<file path="config.mk">
export PLATFORM = sky130hd
export DESIGN_NAME = dtg_top
export DESIGN_NICKNAME = d
export VERILOG_FILES = /design/src/rtl/dtg_pkg.sv /design/src/rtl/dtg_lane.sv /design/src/rtl/dtg_steer.sv /design/src/rtl/dtg_top.sv
export SDC_FILE = /design/constraint.sdc
export NUM_CORES = 1
export LEC_CHECK = 0
export BUFFER_PORTS_ARGS = -buffer_cell sky130_fd_sc_hd__buf_2
export CORE_UTILIZATION = 45
export CTS_CLUSTER_SIZE = 40
export DETAILED_ROUTE_END_ITERATION = 8
export MAX_ROUTING_LAYER = met4
export PLACE_DENSITY = 0.66
export RECOVER_POWER = 50
export SYNTH_ARGS = -nofsm -noshare
export SYNTH_HDL_FRONTEND = slang
export SYNTH_SLANG_ARGS = --single-unit
</file>
<file path="constraint.sdc">
create_clock -name clk -period 2.2 [get_ports clk]
set_input_delay 0.22 -clock clk [delete_from_list [all_inputs] [get_ports clk]]
set_output_delay 0.22 -clock clk [all_outputs]
set_load 0.005 [all_outputs]
</file>
<file path="src/rtl/dtg_pkg.sv">
package dtg_pkg;

    // Routing selected by the enable pair, encoded as {comp_en, main_en}
    typedef enum logic [1:0] {
        ROUTE_OFF  = 2'b00,
        ROUTE_MAIN = 2'b01,
        ROUTE_COMP = 2'b10,
        ROUTE_PAIR = 2'b11
    } route_e;

    function automatic route_e route_of(input logic main_en, input logic comp_en);
        return route_e'({comp_en, main_en});
    endfunction

endpackage

</file>
<file path="src/rtl/dtg_lane.sv">
// Per-channel dead-time timer: tracks the last reference sample and
// releases the newly active side only after the gap has elapsed.
module dtg_lane #(
    parameter int DT_W = 8
) (
    input  logic            clk,
    input  logic            rst_n,
    input  logic            ref_i,
    input  logic [DT_W-1:0] dead_i,
    output logic            ref_q_o,
    output logic            main_act_o,
    output logic            comp_act_o
);

    typedef struct packed {
        logic            ref_s;
        logic [DT_W-1:0] cnt;
        logic            main_act;
        logic            comp_act;
    } lane_t;

    lane_t lane_d, lane_q;
    logic  edge_seen;

    always_comb begin
        lane_d       = lane_q;
        edge_seen    = (ref_i != lane_q.ref_s);
        lane_d.ref_s = ref_i;
        if (edge_seen) begin
            lane_d.cnt = dead_i;
        end else if (lane_q.cnt != '0) begin
            lane_d.cnt = lane_q.cnt - 1'b1;
        end else begin
            lane_d.cnt = '0;
        end
        // a side is released only once the timer is idle
        lane_d.main_act = (lane_d.cnt == '0) &&  ref_i;
        lane_d.comp_act = (lane_d.cnt == '0) && !ref_i;
    end

    always_ff @(posedge clk) begin
        if (!rst_n) begin
            lane_q <= '0;
        end else begin
            lane_q <= lane_d;
        end
    end

    assign ref_q_o    = lane_q.ref_s;
    assign main_act_o = lane_q.main_act;
    assign comp_act_o = lane_q.comp_act;

    // the two internal active flags never coincide
    a_r10_lane_exclusive: assert property (@(posedge clk) disable iff (!rst_n)
        !(main_act_o && comp_act_o));

    // a transition with a nonzero gap leaves both sides idle next cycle
    a_r3_gap_opens: assert property (@(posedge clk) disable iff (!rst_n)
        ((ref_i != ref_q_o) && (dead_i != '0)) |=> (!main_act_o && !comp_act_o));

    // with an idle timer and a steady reference, the flags track the level
    a_r2_settled_level: assert property (@(posedge clk) disable iff (!rst_n)
        ((lane_q.cnt == '0) && (ref_i == ref_q_o))
            |=> ((main_act_o == ref_q_o) && (comp_act_o == !ref_q_o)));

    // zero gap with an idle timer yields exactly one active side
    a_r5_zero_gap: assert property (@(posedge clk) disable iff (!rst_n)
        ((dead_i == '0) && (lane_q.cnt == '0)) |=> (main_act_o != comp_act_o));

endmodule

</file>
<file path="src/rtl/dtg_steer.sv">
// Per-channel output stage: applies the enable routing in a register
// and the polarity inversion at the pin.
module dtg_steer
    import dtg_pkg::*;
(
    input  logic clk,
    input  logic rst_n,
    input  logic main_en_i,
    input  logic comp_en_i,
    input  logic main_pol_i,
    input  logic comp_pol_i,
    input  logic ref_q_i,
    input  logic main_act_i,
    input  logic comp_act_i,
    output logic main_o,
    output logic comp_o
);

    typedef struct packed {
        logic m;
        logic c;
    } steer_t;

    steer_t steer_d, steer_q;
    route_e mode;

    assign mode = route_of(main_en_i, comp_en_i);

    always_comb begin
        steer_d = '0;
        unique case (mode)
            ROUTE_PAIR: begin
                steer_d.m = main_act_i;
                steer_d.c = comp_act_i;
            end
            ROUTE_MAIN: steer_d.m = ref_q_i;
            ROUTE_COMP: steer_d.c = ref_q_i;
            default:    steer_d   = '0;
        endcase
    end

    always_ff @(posedge clk) begin
        if (!rst_n) begin
            steer_q <= '0;
        end else begin
            steer_q <= steer_d;
        end
    end

    // polarity is applied last
    assign main_o = steer_q.m ^ main_pol_i;
    assign comp_o = steer_q.c ^ comp_pol_i;

    // pins never active together
    a_r10_pins_exclusive: assert property (@(posedge clk) disable iff (!rst_n)
        !((main_o ^ main_pol_i) && (comp_o ^ comp_pol_i)));

    // idle routing parks both pins
    a_r8_idle_parks: assert property (@(posedge clk) disable iff (!rst_n)
        (mode == ROUTE_OFF) |=> (!steer_q.m && !steer_q.c));

    // lone complementary enable passes the reference non-inverted
    a_r6_comp_follows: assert property (@(posedge clk) disable iff (!rst_n)
        (mode == ROUTE_COMP) |=> ((steer_q.c == $past(ref_q_i)) && !steer_q.m));

    // lone main enable passes the reference
    a_r7_main_follows: assert property (@(posedge clk) disable iff (!rst_n)
        (mode == ROUTE_MAIN) |=> ((steer_q.m == $past(ref_q_i)) && !steer_q.c));

endmodule

</file>
<file path="src/rtl/dtg_top.sv">
module dtg_top #(
    parameter int NUM_CH = 4,
    parameter int DT_W   = 8
) (
    input  logic              clk,
    input  logic              rst_n,
    input  logic [NUM_CH-1:0] ref_i,
    input  logic [DT_W-1:0]   dead_cnt_i,
    input  logic [NUM_CH-1:0] main_en_i,
    input  logic [NUM_CH-1:0] comp_en_i,
    input  logic [NUM_CH-1:0] main_pol_i,
    input  logic [NUM_CH-1:0] comp_pol_i,
    output logic [NUM_CH-1:0] main_o,
    output logic [NUM_CH-1:0] comp_o
);

    logic [NUM_CH-1:0] ref_q;
    logic [NUM_CH-1:0] main_act;
    logic [NUM_CH-1:0] comp_act;

    for (genvar ch = 0; ch < NUM_CH; ch++) begin : g_ch
        dtg_lane #(
            .DT_W (DT_W)
        ) u_lane (
            .clk        (clk),
            .rst_n      (rst_n),
            .ref_i      (ref_i[ch]),
            .dead_i     (dead_cnt_i),
            .ref_q_o    (ref_q[ch]),
            .main_act_o (main_act[ch]),
            .comp_act_o (comp_act[ch])
        );

        dtg_steer u_steer (
            .clk        (clk),
            .rst_n      (rst_n),
            .main_en_i  (main_en_i[ch]),
            .comp_en_i  (comp_en_i[ch]),
            .main_pol_i (main_pol_i[ch]),
            .comp_pol_i (comp_pol_i[ch]),
            .ref_q_i    (ref_q[ch]),
            .main_act_i (main_act[ch]),
            .comp_act_i (comp_act[ch]),
            .main_o     (main_o[ch]),
            .comp_o     (comp_o[ch])
        );
    end

    // reset parks every pin at its polarity level
    a_r1_reset_idle: assert property (@(posedge clk)
        !rst_n |=> ((main_o == main_pol_i) && (comp_o == comp_pol_i)));

endmodule

</file>
==> results of run 1 <==
cells by family after synthesis:
group	count (synthesis)
XOR/XNOR	33
AND/OR/NAND/NOR	142
flip-flops	52
buffers and inverters	32
adder cells (fa/ha/maj)	8
AO/OA/AOI/OAI	57
multiplexers	9
path summary, 6_finish.rpt:
check                                             from                                     to  slack (ps)  cells after the start
setup reg to reg   g_ch[2].u_lane.lane_q[6]$_SDFF_PN0_   g_ch[2].u_lane.main_act_o$_SDFF_PN0_         330                      5
hold reg to reg   g_ch[1].u_lane.main_act_o$_SDFF_PN0_  g_ch[1].u_steer.steer_q[1]$_SDFF_PN0_         470                      2
hold / removal                            main_en_i[2]  g_ch[2].u_steer.steer_q[1]$_SDFF_PN0_         130                      3
setup / recovery   g_ch[2].u_lane.lane_q[6]$_SDFF_PN0_   g_ch[2].u_lane.main_act_o$_SDFF_PN0_         330                      5
sequential cells by signal, summed over array words and instances, names as in the netlist:
register / flops
g_ch.u_lane.comp_act_o: 4
g_ch.u_lane.ref_q_o: 4
g_ch.u_lane.main_act_o: 4
g_ch.u_lane.lane_q: 32
g_ch.u_steer.steer_q: 8
final cells by class:
class	count	area [sq um]	area share, %
Multi-Input combinational cell	249	1690	52.4
Sequential cell	52	1040	32.2
Timing Repair Buffer	45	230	7.13
Tap cell	75	93.8	2.91
Clock buffer	5	68.8	2.13
Inverter	15	56.3	1.74
Clock inverter	3	47.5	1.47
synth_stat cells, types with 3 or more instances:
cell      count  area share (%)
a21oi_1       4            0.69
xor2_1       24             7.3
nor3b_1       5             1.3
ha_1          8             3.5
xnor2_1       9             2.7
mux2i_1       9             3.1
o21ai_1       8             1.4
clkbuf_1      7            0.91
dfxtp_1      52              36
and2_1       16             3.5
nand4b_1      3            0.91
nand3_1       3            0.52
nand2b_1      6             1.3
o21ai_0       7             1.2
o31ai_1       3            0.78
nor3_1       12             2.1
and3_1        3            0.65
buf_4         8             2.1
nor2_1       28             3.6
nor4_1        7             1.5
inv_1        15             1.9
nand2_1      23             3.0
nand3b_1      4             1.0
nor2b_1      18             3.9
a22oi_1      15             3.9
a211oi_1      3            0.78
metrics by stage:
stage	instances	utilization (%)	cell area, sq um
2_1_floorplan	333	-	2900
3_3_place_gp	436	51.7	3130
3_5_place_dp	436	51.7	3130
4_1_cts	444	53.6	3250
5_1_grt	444	53.3	3230
6_report	444	53.3	3230
critical path, stage by stage (launching register included):
cell	delay [ps]
dfxtp_1	350
or4_1	620
nor4_1	310
mux2i_1	280
o211ai_1	120
nor3_1	120
metal layers:
| layer | GRT usage [%] | vias to the layer above |
|---|---|---|
| met5 | - | - |
| met4 | 6.49 | 0 |
| met3 | 3.52 | 6 |
| met2 | 33.2 | 60 |
| met1 | 25.7 | 1134 |
| li1 | - | 1228 |
power by group:
part	leakage [uW]	total, uW	switching (uW)	internal (uW)
logic	0.000876	805	437	368
registers	0.000429	1150	107	1040
clock network	0.0000583	687	344	343
total	0.00136	2640	888	1750
==> summary.md, run 1 <==
| Metric | Value |
|---|---|
| XOR/XNOR Fraction of Synth Area | 9.98% |
| First-pass GRT wire length | 10100 um |
| RSZ-0062 raised after global routing | false |
| CTS tree | built |
| DIE WIDTH | 82.2 um |
| Max VDD drop | 0.372 mV |
| Drt wl/cell | 14.1 um |
| Simple-gate share of the synthesized area | 27.5% |
| DR vias/cell | 5.47 |
| Skew-Pair Late Insertion Delay | 310 ps |
| CTS H-Tree Depth | 2 |
| GRT Total Usage | 20.4% |
| Mapped Cells | 333 |
| Post-DP HPWL | 4490 um |
| Routed wl met2 | 2920 um |
| Final setup violation count | 0 |
| Synth Area per Inst | 8.69 sq um |
| Routed met1 length | 2990 um |
| Post-synthesis async set-or-reset flop share | 0% |
| Iter 0 DRT Violations | 121 |
| Hold Path Class | in -> reg |
| Mapped Area | 0.00290 sq mm |
| Net Count, Synth | 371 |
| Setup ws final | 327 ps |
| Overall power | 2640 uW |
| Routed Wire Length | 6250 um |
| Slew Limit Fails | 0 |
| Synth Area in Compound Gates | 14.5% |
| Number of synthesized flops with an enable pin | 0 |
| Chip height | 82.2 um |
| Netlist cell types | 51 |
| Vias in the first global route | 2203 |
| CP Class | reg -> reg |
| Crit Path Max Fanout | 5 |
| Least-Margin Pin Slew | 1050 ps |
| Starting Density | 47.8% |
| Leak | 0.00136 uW |
| Critical path launch point type | flop |
| Final ANT Viol Nets | 0 |
| Area growth from synthesis to layout | 11.5% |
| Most frequent cells in the layout | dfxtp_1, nor2_1, buf_2, xor2_1, nand2_1 |
| Num Clock Sinks | 52 |
| PD cells | 817 mW/mm^2 |
| Multiplexer area fraction after synthesis | 3.11% |
| Yosys Warn Count | 0 |
| Hold_ws | 134 ps |
| Worst slew margin | 30.3% |
| Most common cell after layout, fill and taps aside | dfxtp_1 |
| Diode count | 0 |
| Final Hold Fails | 0 |
| Setup Skew | 8.95 ps |
| Seq/Total Area, Yosys | 36.0% |
| RePlAce Congestion | 0.863 |
| Critical Path RT | 2440 ps |
| Filler instances | 604 |
| CP Capture Type | flop |
| Largest net degree at the start of global routing | 33 |
| Status | finished, final reports clean |
| Largest family of logic cells by synthesized area | simple AND/OR/NAND/NOR gates |
| Max layer used | met4 |
| Synth Flop Type | dfxtp_1 |
| Cts repair resizes | 0 |
| Maxcap violations | 0 |
| CTS root buf | clkbuf_8 |
| Nets@finish | 406 |
| Share of layout cells above drive strength 1 | 13.6% |
| Tcrit/Tclk final | 85.2% |
| #FFs+latches synth | 52 |
| Max Buffers Root-to-Sink | 2 |
| Clk slew on worst S/H paths | 100 ps |
| Post-Route Setup TNS | 0 ps |
| Vias | 2428 |
| GR Overflow Total | 0 |
| Port buffer count | 37 |
| Detailed Routing Iterations Pass 1 | 4 |
| Synth Area in Adders | 3.46% |
| Initial antenna violation count | 0 |
| CP arrival | 2120 ps |
| Placeable Area | 0.00606 sq mm |
| Die ar. | 0.00676 sq mm |
| Number of post-CTS setup repair buffers | 0 |
| Row cnt | 28 |
| DRC | 0 |
| I/O pin count | 38 |
| Tmin final | 1870 ps |
| Hold_buf cts | 0 |
| Metal3 WL | 278 um |
| Pre-CTS setup slack | 432 ps |
| Fmax | 534 MHz |
| Num CTS Buffers | 5 |
(Power assumes the default switching activity.)
==> run 2: changes to the inputs <==
- ABC_AREA: default -> 1
==> run 2 against run 1 <==
Against the previous run: clock skew shrank 5.5 ps; critical path depth is 5 higher; global-route usage is 0.49 points lower; area after synthesis increased by 3.1%; die area up 3.0%; wire length up 4.2%; largest cell class unchanged; sequential cell count stayed put; final cell count up 30%; highest routed layer unchanged; core utilization is 2.1 points lower; sequential power shrank 6%.
==> summary.md, run 2 <==
| Metric | Value |
|---|---|
| Worst path max stage delay | 350 ps (-270 ps) |
| CP Class | reg -> reg |
| CTS H-Tree Depth | 2 (unchanged) |
| Number of synthesized flops with an enable pin | 0 (unchanged) |
| CP Launch Point | g_ch[1].u_lane.ref_q_o$_SDFF_PN0_ |
| GR Overflow Total | 0 (unchanged) |
| Crit Path Max Fanout | 7 (+2) |
| Reg2Reg Depth | 10 (+5) |
| Fmax | 591 MHz (+11%) |
| Starting Density | 46.7% (-1.0 points) |
| Critical Path RT | 2400 ps (-40 ps) |
| Largest register by flop count | g_ch.u_lane.lane_q |
| Synth Flop Type | dfxtp_1 |
| Iter 0 DRT Violations | 160 (+32%) |
| Hold Path Class | in -> reg |
| RSZ-0062 raised after global routing | false |
| Most common cell after layout, fill and taps aside | nand2_1 |
| Placeable Area | 0.00639 sq mm (+5.4%) |
| Share of layout cells above drive strength 1 | 13.3% (-0.30 points) |
| Worst slew margin | 51.8% (+21 points) |
| CP arrival | 1890 ps (-230 ps) |
| Critical path launch point type | flop |
| DRC | 0 (unchanged) |
| Max Buffers Root-to-Sink | 2 (unchanged) |
| Routed Wire Length | 6520 um (+4.2%) |
| Critical Path End | g_ch[1].u_lane.comp_act_o$_SDFF_PN0_ |
| Commonest cells post-synth | nand2_1, nor2_1, inv_1 |
| Post-synthesis async set-or-reset flop share | 0% (unchanged) |
| DR vias/cell | 4.87 (-11%) |
| Vias | 2798 (+15%) |
| Max reg flops | 32 (unchanged) |
| First-pass GRT wire length | 11000 um (+9.0%) |
| Synth area leaders | dfxtp_1, nand2_1, nor2_1 |
| Placed Cells | 567 (+30%) |
| Nets@finish | 535 (+32%) |
| Mapped Cells | 464 (+39%) |
| Netlist cell types | 18 (-65%) |
| Worst R2R End | g_ch[1].u_lane.comp_act_o$_SDFF_PN0_ |
| Final setup violation count | 0 (unchanged) |
| DIE WIDTH | 83.4 um (+1.5%) |
| CTS tree | built |
| RePlAce Congestion | 0.875 (+1.4%) |
| Least-Margin Pin Slew | 723 ps (-322 ps) |
| Setup Skew | 3.43 ps (-5.52 ps) |
| CTS root buf | clkbuf_8 |
| Status | finished, final reports clean |
| Tcrit/Tclk final | 76.9% (-8.3 points) |
| Synth Area per Inst | 6.43 sq um (-26%) |
| PD cells | 742 mW/mm^2 (-9.2%) |
| Skew-Pair Late Insertion Delay | 300 ps (about the same) |
| Biggest regs | g_ch.u_lane.lane_q x32, g_ch.u_steer.steer_q x8 |
| Chip height | 83.4 um (+1.5%) |
| Row cnt | 29 (+3.6%) |
| Overall power | 2420 uW (-8.2%) |
| Max VDD drop | 0.484 mV (+30%) |
| Final Hold Fails | 0 (unchanged) |
| Drt wl/cell | 11.3 um (-20%) |
| Post-Route Setup TNS | 0 ps (unchanged) |
| Final Non-Filler Cells | 575 (+30%) |
| Slew Limit Fails | 0 (unchanged) |
| Hold_buf cts | 0 (unchanged) |
| Clk slew on worst S/H paths | 90 ps (about the same) |
| Net Count, Synth | 502 (+35%) |
| Mapped Area | 0.00298 sq mm (+3.1%) |
| Detailed Routing Iterations Pass 1 | 4 (unchanged) |
| R2R setup slack | 510 ps (+180 ps) |
| Crit Reg-Reg Startpoint | g_ch[1].u_lane.ref_q_o$_SDFF_PN0_ |
| Synth top area share | 34.9% (-1.1 points) |
| GRT Total Usage | 19.9% (-0.49 points) |
| Area growth from synthesis to layout | 9.43% |
| Most common cell in the netlist | nand2_1 |
| Tmin final | 1690 ps (-182 ps) |
| Number of post-CTS setup repair buffers | 0 (unchanged) |
| Die ar. | 0.00696 sq mm (+3.0%) |
| Slowest-stage cell, CP | nor2_1 |
| #FFs+latches synth | 52 (unchanged) |
| Num CTS Buffers | 5 (unchanged) |
| Post-DP HPWL | 5060 um (+13%) |
| CP Capture Type | flop |
| I/O pin count | 38 (unchanged) |
| Seq/Total Area, Yosys | 34.9% (-1.1 points) |
| Port buffer count | 37 (unchanged) |
| Num Clock Sinks | 52 (unchanged) |
| Most frequent cells in the layout | nand2_1, nor2_1, inv_1, dfxtp_1, nand3_1 |
| Diode count | 0 (unchanged) |
| CP Cell Sequence | inv_1, nand2_1, nand2_1, inv_1, nor2_1, nand3_1, nand2_1, nor2_1, nand3_1, nor2_1 |
| Post-synth top area cell | dfxtp_1 |
| Vias in the first global route | 2528 (+15%) |
| Yosys Warn Count | 0 (unchanged) |
| Maxcap violations | 0 (unchanged) |
| Largest net degree at the start of global routing | 19 (-42%) |
| Leak | 0.00169 uW (+24%) |
| Initial antenna violation count | 0 (unchanged) |
| Final ANT Viol Nets | 0 (unchanged) |
| Cts repair resizes | 0 (unchanged) |
[run 2: per-stage QoR]
stage               hold WS (ps)  util [%]  setup WS, ps  instance area, sq um
finish                       117      51.1           509                  3270
global route                 114      51.1           299                  3270
CTS                          112      52.0           622                  3320
detailed placement           429      50.3           638                  3210
global placement             427      50.3           682                  3210
floorplan                    311         -           891                  2980
[run 2: worst min path at each step]
stage                                       endpoint                                 start  slack (ps)  depth (start not counted)
6_report       g_ch[2].u_steer.steer_q[0]$_SDFF_PN0_                          main_en_i[2]         120                          2
5_1_grt        g_ch[2].u_steer.steer_q[0]$_SDFF_PN0_                          main_en_i[2]         110                          2
4_1_cts        g_ch[2].u_steer.steer_q[1]$_SDFF_PN0_                          comp_en_i[2]         110                          2
3_5_place_dp   g_ch[3].u_steer.steer_q[0]$_SDFF_PN0_  g_ch[3].u_lane.comp_act_o$_SDFF_PN0_         430                          2
3_3_place_gp   g_ch[2].u_steer.steer_q[0]$_SDFF_PN0_  g_ch[2].u_lane.comp_act_o$_SDFF_PN0_         430                          2
2_1_floorplan  g_ch[1].u_steer.steer_q[0]$_SDFF_PN0_                          main_en_i[1]         310                          1
[run 2: cell type report]
cell class | instances | area, sq um
clock buffer | 6 | 72.6
inverter | 67 | 251
multi-input combinational | 332 | 1570
clock inverter | 2 | 35.0
fill | 675 | 3120
tap | 77 | 96.3
timing repair buffer | 39 | 204
sequential | 52 | 1040
[run 2: kinds of logic (layout without fill, tap and decap cells)]
logic type	Yosys count	count (layout)	share of synthesized area, %
flip-flops	52	52	34.9
buffers and inverters	80	114	11.1
AND/OR/NAND/NOR	264	264	38.4
AO/OA/AOI/OAI	52	52	9.98
adder cells (fa/ha/maj)	8	8	3.35
XOR/XNOR	8	8	2.35
[run 2: worst max-delay path, delay by kind of cell (launching register included)]
family                 cells  cell delay (ps)
buffers and inverters      2              230
AND/OR/NAND/NOR            8             1030
flip-flops                 1              330
[run 2: metal layers]
| metal | vias to the layer above | part of all wire (%) | GRT usage [%] | routed length (um) |
|---|---|---|---|---|
| met5 | - | 0 | - | 0 |
| met4 | 0 | 0.64 | 3.70 | 42 |
| met3 | 4 | 4.4 | 3.58 | 289 |
| met2 | 54 | 45 | 32.4 | 2950 |
| met1 | 1242 | 50 | 26.3 | 3230 |
| li1 | 1498 | - | - | - |
[run 2: power breakdown]
group	total [uW]	switching (uW)	internal, uW
Combinational	691	438	253
Clock	648	310	338
Sequential	1080	67.5	1020
==> run 3: changes to the inputs <==
- ABC_AREA: 1 -> 0
- clock period: 2.2 -> 1.6 ns (I/O delays scaled with it)
==> run 3 against run 2 <==
Against the previous run: the run now ends with negative setup slack left; clock power up 24%; core utilization up 11 points; cell area up 16%; clock skew up 6.6 ps; die area down 2.9%; via count down 5.7%; global-route usage up 3.0 points; sequential cell count unchanged; final cell count down 15%; power up 66%; critical endpoint is now g_ch[2].u_lane.lane_q[6]$_SDFF_PN0_; largest power group is now combinational logic.
==> summary.md, run 3 (synthesis gave the netlist of run 1 again) <==
| Metric | Value |
|---|---|
| Status | complete, but fails checks |
| Failing checks | negative setup slack |
| Port buffer count | 37 (unchanged) |
| DR vias/cell | 5.41 (+11%) |
| I/O pin count | 38 (unchanged) |
| Critical Path RT | 1810 ps (-590 ps) |
| Num Clock Sinks | 52 (unchanged) |
| Area growth from synthesis to layout | 30.9% |
| Drt wl/cell | 14.5 um (+28%) |
| Vias in the first global route | 2418 (-4.4%) |
| Maxcap violations | 0 (unchanged) |
| Biggest regs | g_ch.u_lane.lane_q x32, g_ch.u_steer.steer_q x8 |
| Worst slew margin | 30.0% (-22 points) |
| Worst path max stage delay | 590 ps (+240 ps) |
| Largest register by flop count | g_ch.u_lane.lane_q |
| CTS tree | built |
| Slew Limit Fails | 0 (unchanged) |
| Row cnt | 28 (-3.4%) |
| Num CTS Buffers | 5 (unchanged) |
| Final Cell Area | 0.00379 sq mm (+16%) |
| Tcrit/Tclk final | 107% (+30 points) |
| Share of layout cells above drive strength 1 | 33.2% (+20 points) |
| Iter 0 DRT Violations | 128 (-20%) |
| CP Class | reg -> reg |
| Clk slew on worst S/H paths | 110 ps (+20 ps) |
| Chip height | 82.2 um (-1.5%) |
| Area after DPL | 0.00344 sq mm (+6.9%) |
| Fin util | 62.5% (+11 points) |
| Most frequent cells in the layout | buf_4, dfxtp_1, buf_2, nor2_1, xor2_1 |
| Final ANT Viol Nets | 0 (unchanged) |
| Final setup violation count | 10 (+10) |
| PD cells | 1060 mW/mm^2 (+43%) |
| Max layer used | met4 |
| CP arrival | 1920 ps (+30 ps) |
| Starting Density | 47.8% (+1.0 points) |
| Skew-Pair Late Insertion Delay | 310 ps (about the same) |
| Hold Path Class | in -> reg |
| Hold_buf cts | 0 (unchanged) |
| CP Cell Sequence | or4_4, nor3b_4, buf_4, nor2_1, a22oi_1, nor2b_1 |
| Detailed Routing Iterations Pass 1 | 4 (unchanged) |
| Hold_ws | 73.4 ps (-43.3 ps) |
| Critical path launch point type | flop |
| Post-DP HPWL | 5080 um (+0.36%) |
| Crit Path Max Fanout | 5 (-2) |
| Max reg flops | 32 (unchanged) |
| CP top delay family | simple AND/OR/NAND/NOR gates |
| Nets@finish | 450 (-16%) |
| Routed met1 length | 3120 um (-3.6%) |
| DIE WIDTH | 82.2 um (-1.5%) |
| Metal3 WL | 353 um (+22%) |
| Post-Route Setup TNS | -785 ps (-785 ps) |
| GR Overflow Total | 0 (unchanged) |
| Diode count | 0 (unchanged) |
| CTS H-Tree Depth | 2 (unchanged) |
| Max VDD drop | 0.512 mV (+5.9%) |
| Largest net degree at the start of global routing | 29 (+10) |
| Placeable Area | 0.00606 sq mm (-5.1%) |
| Fmax | 584 MHz (-1.3%) |
| WP buf/inv | 1 (-1) |
| Max Buffers Root-to-Sink | 2 (unchanged) |
| CTS root buf | clkbuf_8 |
| Routed wl met2 | 3560 um (+21%) |
| Setup ws final | -114 ps (-622 ps) |
| First-pass GRT wire length | 11300 um (+2.5%) |
| Leak | 0.00163 uW (-3.2%) |
| Routed Wire Length | 7100 um (+8.9%) |
| Setup Skew | 10.1 ps (+6.62 ps) |
| Most common cell after layout, fill and taps aside | buf_4 |
| GRT Total Usage | 22.9% (+3.0 points) |
| RSZ-0062 raised after global routing | true |
| Slowest-stage cell, CP | or4_4 |
| RePlAce Congestion | 0.830 (-5.2%) |
| Initial antenna violation count | 0 (unchanged) |
| Vias | 2638 (-5.7%) |
| DRC | 0 (unchanged) |
| CP Capture Type | flop |
| Filler instances | 515 (-24%) |
| Die ar. | 0.00676 sq mm (-2.9%) |
| Final Hold Fails | 0 (unchanged) |
| Least-Margin Pin Slew | 1050 ps (+327 ps) |
| Tmin final | 1710 ps (+22.5 ps) |
run 3: changes by cell type in the layout (fill, tap and decap cells not counted), sizes merged, moves of 9 or more:
cell,previous run,this run
a21oi,32,4
a22oi,0,15
and2,0,16
buf,29,78
inv,67,16
mux2i,0,9
nand2,139,23
nand3,33,4
nor2,87,28
nor2b,0,18
nor3,0,13
o21ai,5,15
xnor2,0,9
xor2,8,24
run 3: metrics by stage:
stage	setup WS (ps)	std cells	power, uW
global route	-275	488	4270
floorplan	-62.2	333	2460
global placement	-54.3	475	2930
detailed placement	-81.2	475	2950
finish	-114	488	4010
CTS	-79.3	485	3830
run 3: area by class of cell:
type	count	area, sq um	share of cell area, %
well taps	75	93.8	2.48
repair buffers	89	557	14.7
multi-input cells	249	1930	51.0
clock inverters	3	27.5	0.727
inverters	15	56.3	1.49
clock buffers	5	68.8	1.82
flip-flops and latches	52	1050	27.8
run 3: path summary, 6_finish.rpt:
path	to	slack (ps)	depth (start not counted)	from
worst max register to register	g_ch[2].u_lane.lane_q[6]$_SDFF_PN0_	-110	6	g_ch[2].u_lane.lane_q[6]$_SDFF_PN0_
worst max-delay path	g_ch[2].u_lane.lane_q[6]$_SDFF_PN0_	-110	6	g_ch[2].u_lane.lane_q[6]$_SDFF_PN0_
worst min-delay path	g_ch[2].u_steer.steer_q[1]$_SDFF_PN0_	70	3	main_en_i[2]
worst min register to register	g_ch[0].u_steer.steer_q[0]$_SDFF_PN0_	490	2	g_ch[0].u_lane.comp_act_o$_SDFF_PN0_
run 3: worst min-delay path: cells and delay by family:
family | cells | cell delay [ps]
simple gates | 2 | 80
buf+inv | 1 | 110
run 3: power breakdown:
part | leakage [uW] | internal, uW | switching (uW)
sequential | 0.000431 | 1440 | 148
combinational | 0.00115 | 831 | 791
clock | 0.0000463 | 322 | 483
run 3: per-layer routing:
| layer | global-route usage (%) | vias to the layer above |
|---|---|---|
| met5 | - | - |
| met2 | 39.9 | 55 |
| met1 | 27.1 | 1257 |
| met3 | 3.96 | 4 |
| met4 | 5.96 | 0 |
| li1 | - | 1322 |
run 3: repair_timing:
item                       CTS  global route
pin swaps                   13             8
setup buffers                2             3
resized for setup           15            38
setup endpoints to repair   12            29
gates cloned                 0             0
